<file path="config.mk">
export PLATFORM = sky130hd
export DESIGN_NAME = cmd_sample_timer
export DESIGN_NICKNAME = d
export VERILOG_FILES = /design/src/rtl/cst_pkg.sv /design/src/rtl/cst_datapath.sv /design/src/rtl/cst_control.sv /design/src/rtl/cmd_sample_timer.sv
export SDC_FILE = /design/constraint.sdc
export NUM_CORES = 1
export LEC_CHECK = 0
export ABC_AREA = 0
export CELL_PAD_IN_SITES_DETAIL_PLACEMENT = 1
export CELL_PAD_IN_SITES_GLOBAL_PLACEMENT = 1
export CORE_ASPECT_RATIO = 0.6
export CORE_MARGIN = 8
export CORE_UTILIZATION = 35
export DETAILED_ROUTE_END_ITERATION = 10
export GPL_TIMING_DRIVEN = 1
export PLACE_DENSITY_LB_ADDON = 0.1
export SKIP_CTS_REPAIR_TIMING = 1
export SLEW_MARGIN = 20
export SYNTH_ARGS = -nofsm -noshare
export SYNTH_HDL_FRONTEND = slang
export SYNTH_SLANG_ARGS = --single-unit
</file>
<file path="constraint.sdc">
create_clock -name clk -period 3.42 [get_ports clk]
set_input_delay 0.684 -clock clk [delete_from_list [all_inputs] [get_ports clk]]
set_output_delay 0.684 -clock clk [all_outputs]
set_load 0.01 [all_outputs]
</file>
<file path="src/rtl/cst_pkg.sv">
package cst_pkg;

  localparam int CMD_W = 4;

  typedef enum logic [1:0] {
    ST_IDLE   = 2'd0,
    ST_SAMPLE = 2'd1,
    ST_CONV   = 2'd2
  } cst_state_t;

  // Strobes issued by the control towards the datapath
  typedef struct packed {
    logic loadCmd;
    logic sampleStep;
    logic startConv;
    logic divStep;
    logic convTick;
    logic finish;
  } cst_strobe_t;

  function automatic logic isConvCmd(input logic [CMD_W-1:0] code);
    return (code <= 4'd7) || (code >= 4'd11 && code <= 4'd13);
  endfunction

endpackage

</file>
<file path="src/rtl/cst_datapath.sv">
module cst_datapath
  import cst_pkg::*;
#(
  parameter int FRAME_BITS = 16,
  parameter int SAMPLE_W   = 5,
  parameter int TICK_W     = 4
) (
  input  logic                    clk,
  input  logic                    rstN,
  input  logic                    sclk,
  input  logic                    csN,
  input  logic                    sdi,
  input  cst_strobe_t             ctl,
  output logic                    sclkRise,
  output logic                    csRise,
  output logic                    cmdEdge,
  output logic                    frameFull,
  output logic [CMD_W-1:0]        nextCmd,
  output logic [SAMPLE_W-1:0]     sampleCnt,
  output logic [1:0]              divCnt,
  output logic [TICK_W-1:0]       tickCnt,
  output logic [CMD_W-1:0]        channel
);

  localparam int BIT_W = $clog2(FRAME_BITS + 1);

  logic [2:0]       sclkSync;
  logic [2:0]       csSync;
  logic [1:0]       sdiSync;
  logic [BIT_W-1:0] bitCnt;
  logic [CMD_W-1:0] shiftReg;
  logic             bitEdge;

  always_ff @(posedge clk or negedge rstN) begin
    if (!rstN) begin
      sclkSync <= '0;
      csSync   <= '1;
      sdiSync  <= '0;
    end else begin
      sclkSync <= {sclkSync[1:0], sclk};
      csSync   <= {csSync[1:0], csN};
      sdiSync  <= {sdiSync[0], sdi};
    end
  end

  assign sclkRise  = sclkSync[1] & ~sclkSync[2];
  assign csRise    = csSync[1] & ~csSync[2];
  assign frameFull = (bitCnt == BIT_W'(FRAME_BITS));
  assign bitEdge   = sclkRise & ~csSync[1] & ~frameFull;
  assign cmdEdge   = bitEdge & (bitCnt == BIT_W'(CMD_W - 1));
  assign nextCmd   = {shiftReg[CMD_W-2:0], sdiSync[1]};

  always_ff @(posedge clk or negedge rstN) begin
    if (!rstN) begin
      bitCnt   <= '0;
      shiftReg <= '0;
    end else if (csRise) begin
      bitCnt   <= '0;
    end else if (bitEdge) begin
      bitCnt   <= bitCnt + 1'b1;
      shiftReg <= nextCmd;
    end
  end

  always_ff @(posedge clk or negedge rstN) begin
    if (!rstN) begin
      sampleCnt <= '0;
      channel   <= '0;
    end else if (ctl.loadCmd) begin
      sampleCnt <= '0;
      channel   <= nextCmd;
    end else if (ctl.sampleStep) begin
      sampleCnt <= sampleCnt + 1'b1;
    end
  end

  always_ff @(posedge clk or negedge rstN) begin
    if (!rstN) begin
      divCnt  <= '0;
      tickCnt <= '0;
    end else if (ctl.startConv) begin
      divCnt  <= '0;
      tickCnt <= '0;
    end else begin
      if (ctl.divStep)  divCnt  <= divCnt + 1'b1;
      if (ctl.convTick) tickCnt <= tickCnt + 1'b1;
    end
  end

endmodule

</file>
<file path="src/rtl/cst_control.sv">
module cst_control
  import cst_pkg::*;
#(
  parameter int SHORT_SAMPLE = 12,
  parameter int LONG_SAMPLE  = 24,
  parameter int CONV_TICKS   = 12,
  parameter int SAMPLE_W     = 5,
  parameter int TICK_W       = 4
) (
  input  logic                clk,
  input  logic                rstN,
  input  logic                sclkRise,
  input  logic                csRise,
  input  logic                cmdEdge,
  input  logic                frameFull,
  input  logic [CMD_W-1:0]    nextCmd,
  input  logic [SAMPLE_W-1:0] sampleCnt,
  input  logic [1:0]          divCnt,
  input  logic [TICK_W-1:0]   tickCnt,
  input  logic                longSample,
  input  logic [1:0]          clkSrc,
  input  logic                oscTick,
  output cst_strobe_t         ctl,
  output cst_state_t          state,
  output logic                doneReg
);

  cst_state_t          nextState;
  logic [SAMPLE_W-1:0] sampleLast;
  logic                tick;

  assign sampleLast = longSample ? SAMPLE_W'(LONG_SAMPLE - 1) : SAMPLE_W'(SHORT_SAMPLE - 1);

  always_comb begin
    unique case (clkSrc)
      2'b00:   tick = oscTick;
      2'b01:   tick = sclkRise;
      2'b10:   tick = sclkRise & (divCnt == 2'd3);
      default: tick = sclkRise & divCnt[0];
    endcase
  end

  always_comb begin
    ctl       = '0;
    nextState = state;
    unique case (state)
      ST_IDLE: begin
        if (cmdEdge && isConvCmd(nextCmd)) begin
          ctl.loadCmd = 1'b1;
          nextState   = ST_SAMPLE;
        end
      end
      ST_SAMPLE: begin
        if (csRise && !frameFull) begin
          nextState = ST_IDLE;
        end else if (sclkRise) begin
          if (sampleCnt == sampleLast) begin
            ctl.startConv = 1'b1;
            nextState     = ST_CONV;
          end else begin
            ctl.sampleStep = 1'b1;
          end
        end
      end
      ST_CONV: begin
        ctl.divStep  = sclkRise;
        ctl.convTick = tick;
        if (tick && tickCnt == TICK_W'(CONV_TICKS - 1)) begin
          ctl.finish = 1'b1;
          nextState  = ST_IDLE;
        end
      end
      default: nextState = ST_IDLE;
    endcase
  end

  always_ff @(posedge clk or negedge rstN) begin
    if (!rstN) begin
      state   <= ST_IDLE;
      doneReg <= 1'b0;
    end else begin
      state   <= nextState;
      doneReg <= ctl.finish;
    end
  end

endmodule

</file>
<file path="src/rtl/cmd_sample_timer.sv">
module cmd_sample_timer
  import cst_pkg::*;
#(
  parameter int FRAME_BITS   = 16,
  parameter int SHORT_SAMPLE = 12,
  parameter int LONG_SAMPLE  = 24,
  parameter int CONV_TICKS   = 12
) (
  input  logic             clk,
  input  logic             rstN,
  input  logic             sclk,
  input  logic             csN,
  input  logic             sdi,
  input  logic             longSample,
  input  logic [1:0]       clkSrc,
  input  logic             oscTick,
  output logic [CMD_W-1:0] channel,
  output logic             sampleActive,
  output logic             convStart,
  output logic             convBusy,
  output logic             convClkEn,
  output logic             convDone
);

  localparam int SAMPLE_W = $clog2(LONG_SAMPLE);
  localparam int TICK_W   = $clog2(CONV_TICKS);

  cst_strobe_t         ctl;
  cst_state_t          state;
  logic                sclkRise, csRise, cmdEdge, frameFull;
  logic [CMD_W-1:0]    nextCmd;
  logic [SAMPLE_W-1:0] sampleCnt;
  logic [1:0]          divCnt;
  logic [TICK_W-1:0]   tickCnt;

  cst_datapath #(
    .FRAME_BITS(FRAME_BITS), .SAMPLE_W(SAMPLE_W), .TICK_W(TICK_W)
  ) uDatapath (
    .clk(clk), .rstN(rstN), .sclk(sclk), .csN(csN), .sdi(sdi), .ctl(ctl),
    .sclkRise(sclkRise), .csRise(csRise), .cmdEdge(cmdEdge), .frameFull(frameFull),
    .nextCmd(nextCmd), .sampleCnt(sampleCnt), .divCnt(divCnt), .tickCnt(tickCnt),
    .channel(channel)
  );

  cst_control #(
    .SHORT_SAMPLE(SHORT_SAMPLE), .LONG_SAMPLE(LONG_SAMPLE), .CONV_TICKS(CONV_TICKS),
    .SAMPLE_W(SAMPLE_W), .TICK_W(TICK_W)
  ) uControl (
    .clk(clk), .rstN(rstN), .sclkRise(sclkRise), .csRise(csRise), .cmdEdge(cmdEdge),
    .frameFull(frameFull), .nextCmd(nextCmd), .sampleCnt(sampleCnt), .divCnt(divCnt),
    .tickCnt(tickCnt), .longSample(longSample), .clkSrc(clkSrc), .oscTick(oscTick),
    .ctl(ctl), .state(state), .doneReg(convDone)
  );

  assign sampleActive = (state == ST_SAMPLE);
  assign convBusy     = (state == ST_CONV);
  assign convStart    = ctl.startConv;
  assign convClkEn    = ctl.convTick;

endmodule

</file>
Word level (Yosys, flattened, before mapping)
Index checks and enable logic that the tools add are counted.

cells by class
  bitwise gates (word level) = 12
  magnitude comparators = 3
  equal/unequal tests = 13
  muxes and demuxes = 25
  reductions and logical operators = 14
  add/subtract/negate cells = 4

operators with widths
  operator                                             number
  2-to-1 mux 5 bit                                     5
  2-to-1 mux 2 bit                                     10
  adder 5 x 1 -> 5 bit, second input constant          2
  2-to-1 mux 4 bit                                     2
  nonzero test 2 bit                                   4
  bitwise AND 1 bit                                    7
  equality test 2 bit, second input constant           3
  != test 3 x 1 -> 1 bit, second input constant        2
  case mux 2 bit (3 select lines)                      1
  equality test 5 x 2 -> 1 bit, second input constant  1
  equality test 5 bit                                  1
  equality test 5 bit, second input constant           1
  2-to-1 mux 1 bit                                     5
  NOT 1 bit                                            5
  adder 4 x 1 -> 4 bit, second input constant          1
  equality test 2 x 1 -> 1 bit, second input constant  2
  equality test 4 bit, second input constant           1
  >= comparator 4 bit, second input constant           1
  <= comparator 4 x 3 -> 1 bit, second input constant  1
  <= comparator 4 bit, second input constant           1
  logical AND 1 bit                                    4
  zero test 2 bit                                      2
  != test 2 x 1 -> 1 bit, second input constant        2
  AND reduction 4 bit                                  1
  other kinds (6)                                      6

storage, ports and cells
  register bits = 34
  logic and storage cells = 82
  output and inout port bits = 9
  bits of input ports = 9

Longest topological paths before layout
Gate-level depths: netlist of the first run.

  word-level depth = 9
  mapped depth = 7
  mapped depth without buffers = 6

Hierarchy
From an unflattened synthesis of the first run, not the netlist that was laid out.

unflattened totals
  cell total of the unflattened synthesis = 131
  area, all modules = 1607.8 µm²

by module, submodules not included
  module            instances  area each (µm²)  cells an instance  seq. area each (µm²)
  cst_datapath      1          1295.0           97                 779.5
  cst_control       1          297.8            32                 75.1
  cmd_sample_timer  1          15.0             2                  0.0

Worst setup path before layout of the first run
Ideal clock, no wire load.

  kind = input to output
  start point = in longSample
  end point = out convStart
  path buffers = 0
  stages on the path = 3
  setup slack = 1.122 ns
  data required time = 2.736 ns
  arrival = 1.614 ns
  cells stage by stage = nor4b_1 o21ai_0 nor3_2

on the way
  word-level cells in the longest chain between the ends = 6

ends and longest elaborated chain
  what                 RTL line                RTL
  from (decl)          cmd_sample_timer.sv:14  input logic longSample,
  2-to-1 mux 5 bit     cst_control.sv:32       assign sampleLast = longSample ? SAMPLE_W'(LONG_SAMPLE - 1) : SAMPLE_W'(SHORT_SAMPLE - 1);
  equality test 5 bit  cst_control.sv:57       if (sampleCnt == sampleLast) begin
  2-to-1 mux 1 bit     cst_control.sv:57
  2-to-1 mux 2 bit     cst_control.sv:56       end else if (sclkRise) begin
  2-to-1 mux 2 bit     cst_control.sv:54       if (csRise && !frameFull) begin
  2-to-1 mux 2 bit     cst_control.sv:46       unique case (state)
  to (decl)            cmd_sample_timer.sv:19  output logic convStart,

Every way passes these cells.

Worst setup path in the final report of the first run
Same ends and word-level chain as after synthesis.

==> out/results.txt, run 1 <==
Final Hold Vio Count = 0
synthesized area per cell = 10.91 um2
Post-Syn Area = 0.001582 mm2
setup TNS = 0 ns
number of synthesized flops with an enable pin = 0
share of the yosys chip area belonging to registers = 54.03%
VDD IR max = 0.2703 mV
Slew Viols, Final = 0
CP arrival = 2.51 ns
largest net degree at the start of global routing = 35
worst r2r dst = uControl.state[1]
port bufs = 17
asr flop ratio synth = 100.0%
Via density = 5.004
H-tree depth = 2
WL/cell = 15.94 um
initial antenna violation count = 0
clk buf depth = 2
most common flop cell mapped by yosys = dfrtp_1
Initial Utilization = 35.39%
Chip Width = 102.8 um
Max Fclk = 313.4 MHz
Crit Path Category = in -> out
die area = 0.006996 mm2
clk_skew = 0.009763 ns
Reg2Reg Launch Point = uDatapath.bitCnt[0]
Clock transition at path regs = 0.06 ns
Core Area = 0.004469 mm2
ANT cells = 0
unrepaired setup endpoints after global routing = no
final net count = 181
CP Launch Point = longSample
DRC Markers = 0
critical path endpoint category = output pin
Relative slew margins = 53.47%
flop-to-flop setup slack = 1.52 ns
final WL = 3.682 mm
worst slack, placed = 0.09985 ns
Final ANT Viol Nets = 0
Hold Crit Class = reg -> reg
Syn Inst Count = 145
Starting DRT DRC Count = 40
Worst R2R Path Depth = 7
synthesized flop and latch total = 34
gr usage total = 11.84%
CP max FO = 2
Final setup violation count = 0
Hold Path Origin = uDatapath.sclkSync[0]
P_leak = 0.0008025 uW
Root Driver = clkbuf_8
die height = 68.07 um
GRT overflow = 0
syn nets = 159
Yosys cell types = 39
Hold Crit Endpoint = uDatapath.sclkSync[1]
max_cap viols = 0
first-pass GRT wire length = 6.306 mm
worst skew pair latency = 0.28 ns
Rows = 19
PwrDens = 471.7 mW/mm2
GPL Wtd Cong = 0.7608
synth warn = 0
CTS tree = yes
share of post-route cells with drive strength above 1 = 13.69%
CTS buffer count = 5
First-pass DRT Iterations = 4
final worst slack = 0.2294 ns
vias in the first global route = 1,262
final period utilization = 93.29%
Worst Path Required = 2.74 ns
startpoint types = primary input
Period minus WS final = 3.191 ns
Post-DP HPWL = 2.681 mm
worst-margin pin slew = 0.6926 ns
Via Count = 1,156
io pins = 18
hold path depth = 0
Area growth syn-to-layout = 21.68%
status = finished, final reports clean
clk sinks = 34
-- power breakdown --
group | internal [uW] | leakage (uW) | switching [uW]
Clock | 162 | 0.0000482 | 144
Combinational | 60.0 | 0.000330 | 60.5
Sequential | 443 | 0.000424 | 38.2
-- cell usage in the layout (no fill, tap or decap), types with 5 or more instances in the layout --
cell type,n
a21oi_1,9
clkbuf_8,6
clkdlybuf4s50_1,17
dfrtp_1,31
ha_1,5
nand2_1,14
nand2b_1,6
nor2_1,8
o21ai_0,7
o31ai_1,7
or4_1,5
-- flip-flops by register name, indices dropped and copies added (netlist names) --
name / count
uDatapath.bitCnt: 5
uDatapath.sampleCnt: 5
uDatapath.channel: 4
uDatapath.tickCnt: 4
uDatapath.csSync: 3
uDatapath.sclkSync: 3
uDatapath.shiftReg: 3
uControl.state: 2
uDatapath.divCnt: 2
uDatapath.sdiSync: 2
uControl.doneReg: 1
-- per-layer routing --
layer  vias to the layer above  track usage, %  share of wire (%)
li1                        564               -                  -
met1                       573           15.52                 52
met2                        15           17.79                 42
met3                         4           4.467                4.3
met4                         0           3.757               0.92
met5                         -               0                  0
-- through the flow --
step           instance area [um2]  utilization (%)  hold WS, ns  power, uW  cells
2_1_floorplan                 1582                -       0.3312      548.6    145
3_3_place_gp                  1827            40.87       0.3364      596.3    223
3_5_place_dp                  1827            40.87       0.3395      608.0    223
4_1_cts                       1918            42.92       0.3546      914.1    231
5_1_grt                       1924            43.06       0.3594      959.8    231
6_report                      1924            43.06       0.3525      907.8    231
-- Yosys cell counts, types with 4 or more instances --
cell type	n	area share (%)
nand3b_1	4	1.9
nand2_1	14	3.3
o21ai_0	8	2.5
ha_1	5	4.0
dfrtp_1	31	49
clkbuf_1	4	0.95
or4_1	5	2.4
inv_1	4	0.95
o31ai_1	7	3.3
nand2b_1	6	2.4
nor2_1	8	1.9
a21oi_1	9	2.8
mux2_2	4	2.8
-- worst max-delay path, stage by stage --
cell	delay (ns)
clkdlybuf4s50_1	0.44
nor4b_2	0.33
o21ai_1	0.19
nor3_2	0.27
clkdlybuf4s50_1	0.59
-- how the worst max path moves through the flow --
stage	to	slack, ns
5_1_grt	convStart	0.08
4_1_cts	convStart	0.07
2_1_floorplan	convStart	1.12
3_3_place_gp	convStart	0.13
6_report	convStart	0.23
3_5_place_dp	convStart	0.1
-- final cells by class --
type	instances	area (um2)
Inverter	4	15.01
Multi-Input combinational cell	102	691.9
Clock inverter	1	5.005
Timing Repair Buffer	20	192.7
Tap cell	63	78.83
Fill cell	523	2545
Sequential cell	34	854.6
Clock buffer	7	86.33
-- cells by family (layout without fill, tap and decap cells) --
kind of cell	Yosys count	count (layout)	share of synthesized area [%]
AOI/OAI and AO/OA	29	29	11.23
muxes	5	5	3.481
adders and majority gates	5	5	3.956
and+or+nand+nor	59	59	22.47
DFF	34	34	54.03
buffers and inverters	9	32	2.610
xor gates and xnor gates	4	4	2.216
No activity file was read; power rests on OpenSTA's default activity.
==> run 2, diff against run 1 <==
--- a/config.mk
+++ b/config.mk
@@ -9,7 +9,7 @@
 export CELL_PAD_IN_SITES_DETAIL_PLACEMENT = 1
 export CELL_PAD_IN_SITES_GLOBAL_PLACEMENT = 1
 export CORE_ASPECT_RATIO = 0.6
-export CORE_MARGIN = 8
+export CORE_MARGIN = 2
 export CORE_UTILIZATION = 35
 export DETAILED_ROUTE_END_ITERATION = 10
 export GPL_TIMING_DRIVEN = 1
==> run 2 against run 1 <==
Clock power grew 17%. Core utilization increased by 2.5 points. Non-clock buffer count stayed put. Final area increased by 0.26%. Total power grew 5.5%. Routed wire length decreased by 8.9%. Sequential share of layout area decreased by 0.12 points. Final cell count decreased by 1.3%. Global-route usage rose by 3.0 points. Critical path depth unchanged. Critical endpoint unchanged. Largest power group unchanged.
==> out/results.txt, run 2 (same netlist as run 1, synthesis figures left out) <==
status = finished, final reports clean
First-pass DRT Iterations = 4
Final Hold Vio Count = 0
die height = 56.07 um
first-pass GRT wire length = 5.878 mm
VDD IR max = 0.2299 mV
largest net degree at the start of global routing = 35
Post-DP HPWL = 2.460 mm
Critical Path Slowest Stage Cell = clkdlybuf4s50_1
CP arrival = 2.49 ns
Max Fclk = 314.9 MHz
initial antenna violation count = 0
CTS buffer count = 5
flop-to-flop setup slack = 1.58 ns
Worst Path Required = 2.74 ns
worst slack, placed = 0.2387 ns
Worst R2R Path Depth = 7
port bufs = 17
final period utilization = 92.86%
Via density = 5.123
power share of the combinational group = 12.0%
Rows = 18
io pins = 18
vias in the first global route = 1,222
Hold Crit Class = reg -> reg
startpoint types = primary input
Core Area = 0.004234 mm2
H-tree depth = 2
Sw Pwr = 238.2 uW
P_leak = 0.0008045 uW
Area growth syn-to-layout = 21.99%
Slew Viols, Final = 0
critical path endpoint category = output pin
final WL = 3.353 mm
clk sinks = 34
GRT overflow = 0
CP Launch Point = longSample
Initial Utilization = 37.35%
worst skew pair latency = 0.29 ns
worst path cell trace = clkdlybuf4s50_1, nor4b_1, o21ai_0, nor3_2, clkdlybuf4s50_1
Crit path depth = 5
share of post-route cells with drive strength above 1 = 12.50%
worst-margin pin slew = 0.6717 ns
max_cap viols = 0
Internal Power = 719.1 uW
Reg2Reg Launch Point = uDatapath.bitCnt[0]
Root Driver = clkbuf_8
ANT cells = 0
clk buf depth = 2
PwrDens = 496.2 mW/mm2
leading cell type in the layout, fill and taps excluded = dfrtp_1
Final ANT Viol Nets = 0
clk_skew = 0.007932 ns
CP max FO = 2
Switching Fraction = 24.88%
CP max stage delay = 0.57 ns
Relative slew margins = 54.87%
Layout fillers = 487
GPL Wtd Cong = 0.7420
Seq pwr share = 50.5%
Clock transition at path regs = 0.06 ns
commonest non-fill, non-tap cells in the layout = dfrtp_1, clkdlybuf4s50_1, nand2_1
DRC Markers = 0
CTS tree = yes
Tot Pwr = 957.3 uW
clock power share = 37.5%
WL/cell = 14.71 um
worst r2r dst = uControl.state[1]
Via Count = 1,168
most frequent CP cell = clkdlybuf4s50_1
crit-path leading delay family = buffers and inverters
critical path endpoint = convStart
final worst slack = 0.2442 ns
die area = 0.005090 mm2
setup TNS = 0 ns
Chip Width = 90.78 um
Starting DRT DRC Count = 38
gr usage total = 14.81%
final net count = 181
unrepaired setup endpoints after global routing = no
Period minus WS final = 3.176 ns
Crit Path Category = in -> out
number of buffers and inverters on the critical path = 2
Final setup violation count = 0
largest registers = uDatapath.bitCnt: 5 flops, uDatapath.sampleCnt: 5 flops
==> run 2: changes by cell type in the layout (fill, tap and decap cells not counted), sizes merged <==
cell	previous run	this run
bufinv	0	1
clkinv	1	0
==> run 2: power groups by stage <==
stage | sequential [uW] | combinational [uW] | clock (uW)
final | 484 | 115 | 359
after global routing | 490 | 134 | 392
after CTS | 482 | 117 | 375
after detailed placement | 489 | 117 | 0
after global placement | 486 | 111 | 0
after floorplan | 479 | 69.8 | 0
==> run 2: layer usage <==
layer	vias up	global-route usage [%]	part of all wire (%)
met5	-	0	0
met4	0	5.844	1.4
met3	5	4.472	3.4
met2	17	21.32	44
met1	580	20.83	51
li1	566	-	-
==> run 2: worst min path at each step <==
stage,end,start,cells after the start
5_1_grt,uDatapath.csSync[1],uDatapath.csSync[0],0
3_3_place_gp,uDatapath.sclkSync[1],uDatapath.sclkSync[0],0
6_report,uDatapath.sclkSync[1],uDatapath.sclkSync[0],0
3_5_place_dp,uDatapath.sclkSync[1],uDatapath.sclkSync[0],0
4_1_cts,uDatapath.sclkSync[1],uDatapath.sclkSync[0],0
2_1_floorplan,uDatapath.sclkSync[1],uDatapath.sclkSync[0],0
==> run 2: cell type report <==
cell class                      count  area (um2)  area share, %
Inverter                            4       15.01         0.7782
Clock inverter                      1       30.03          1.556
Sequential cell                    34       854.6          44.29
Clock buffer                        7       76.32          3.956
Tap cell                           60       75.07          3.891
Multi-Input combinational cell    102       685.7          35.54
Timing Repair Buffer               20       192.7          9.987
==> run 2: per-stage QoR <==
| step | hold WS (ns) | util [%] | area (um2) | cells |
|---|---|---|---|---|
| final | 0.3508 | 45.57 | 1929 | 228 |
| after global routing | 0.3656 | 45.57 | 1929 | 228 |
| after CTS | 0.3555 | 45.57 | 1929 | 228 |
| after detailed placement | 0.3396 | 43.06 | 1823 | 220 |
| after global placement | 0.3360 | 43.06 | 1823 | 220 |
| after floorplan | 0.3312 | - | 1582 | 145 |
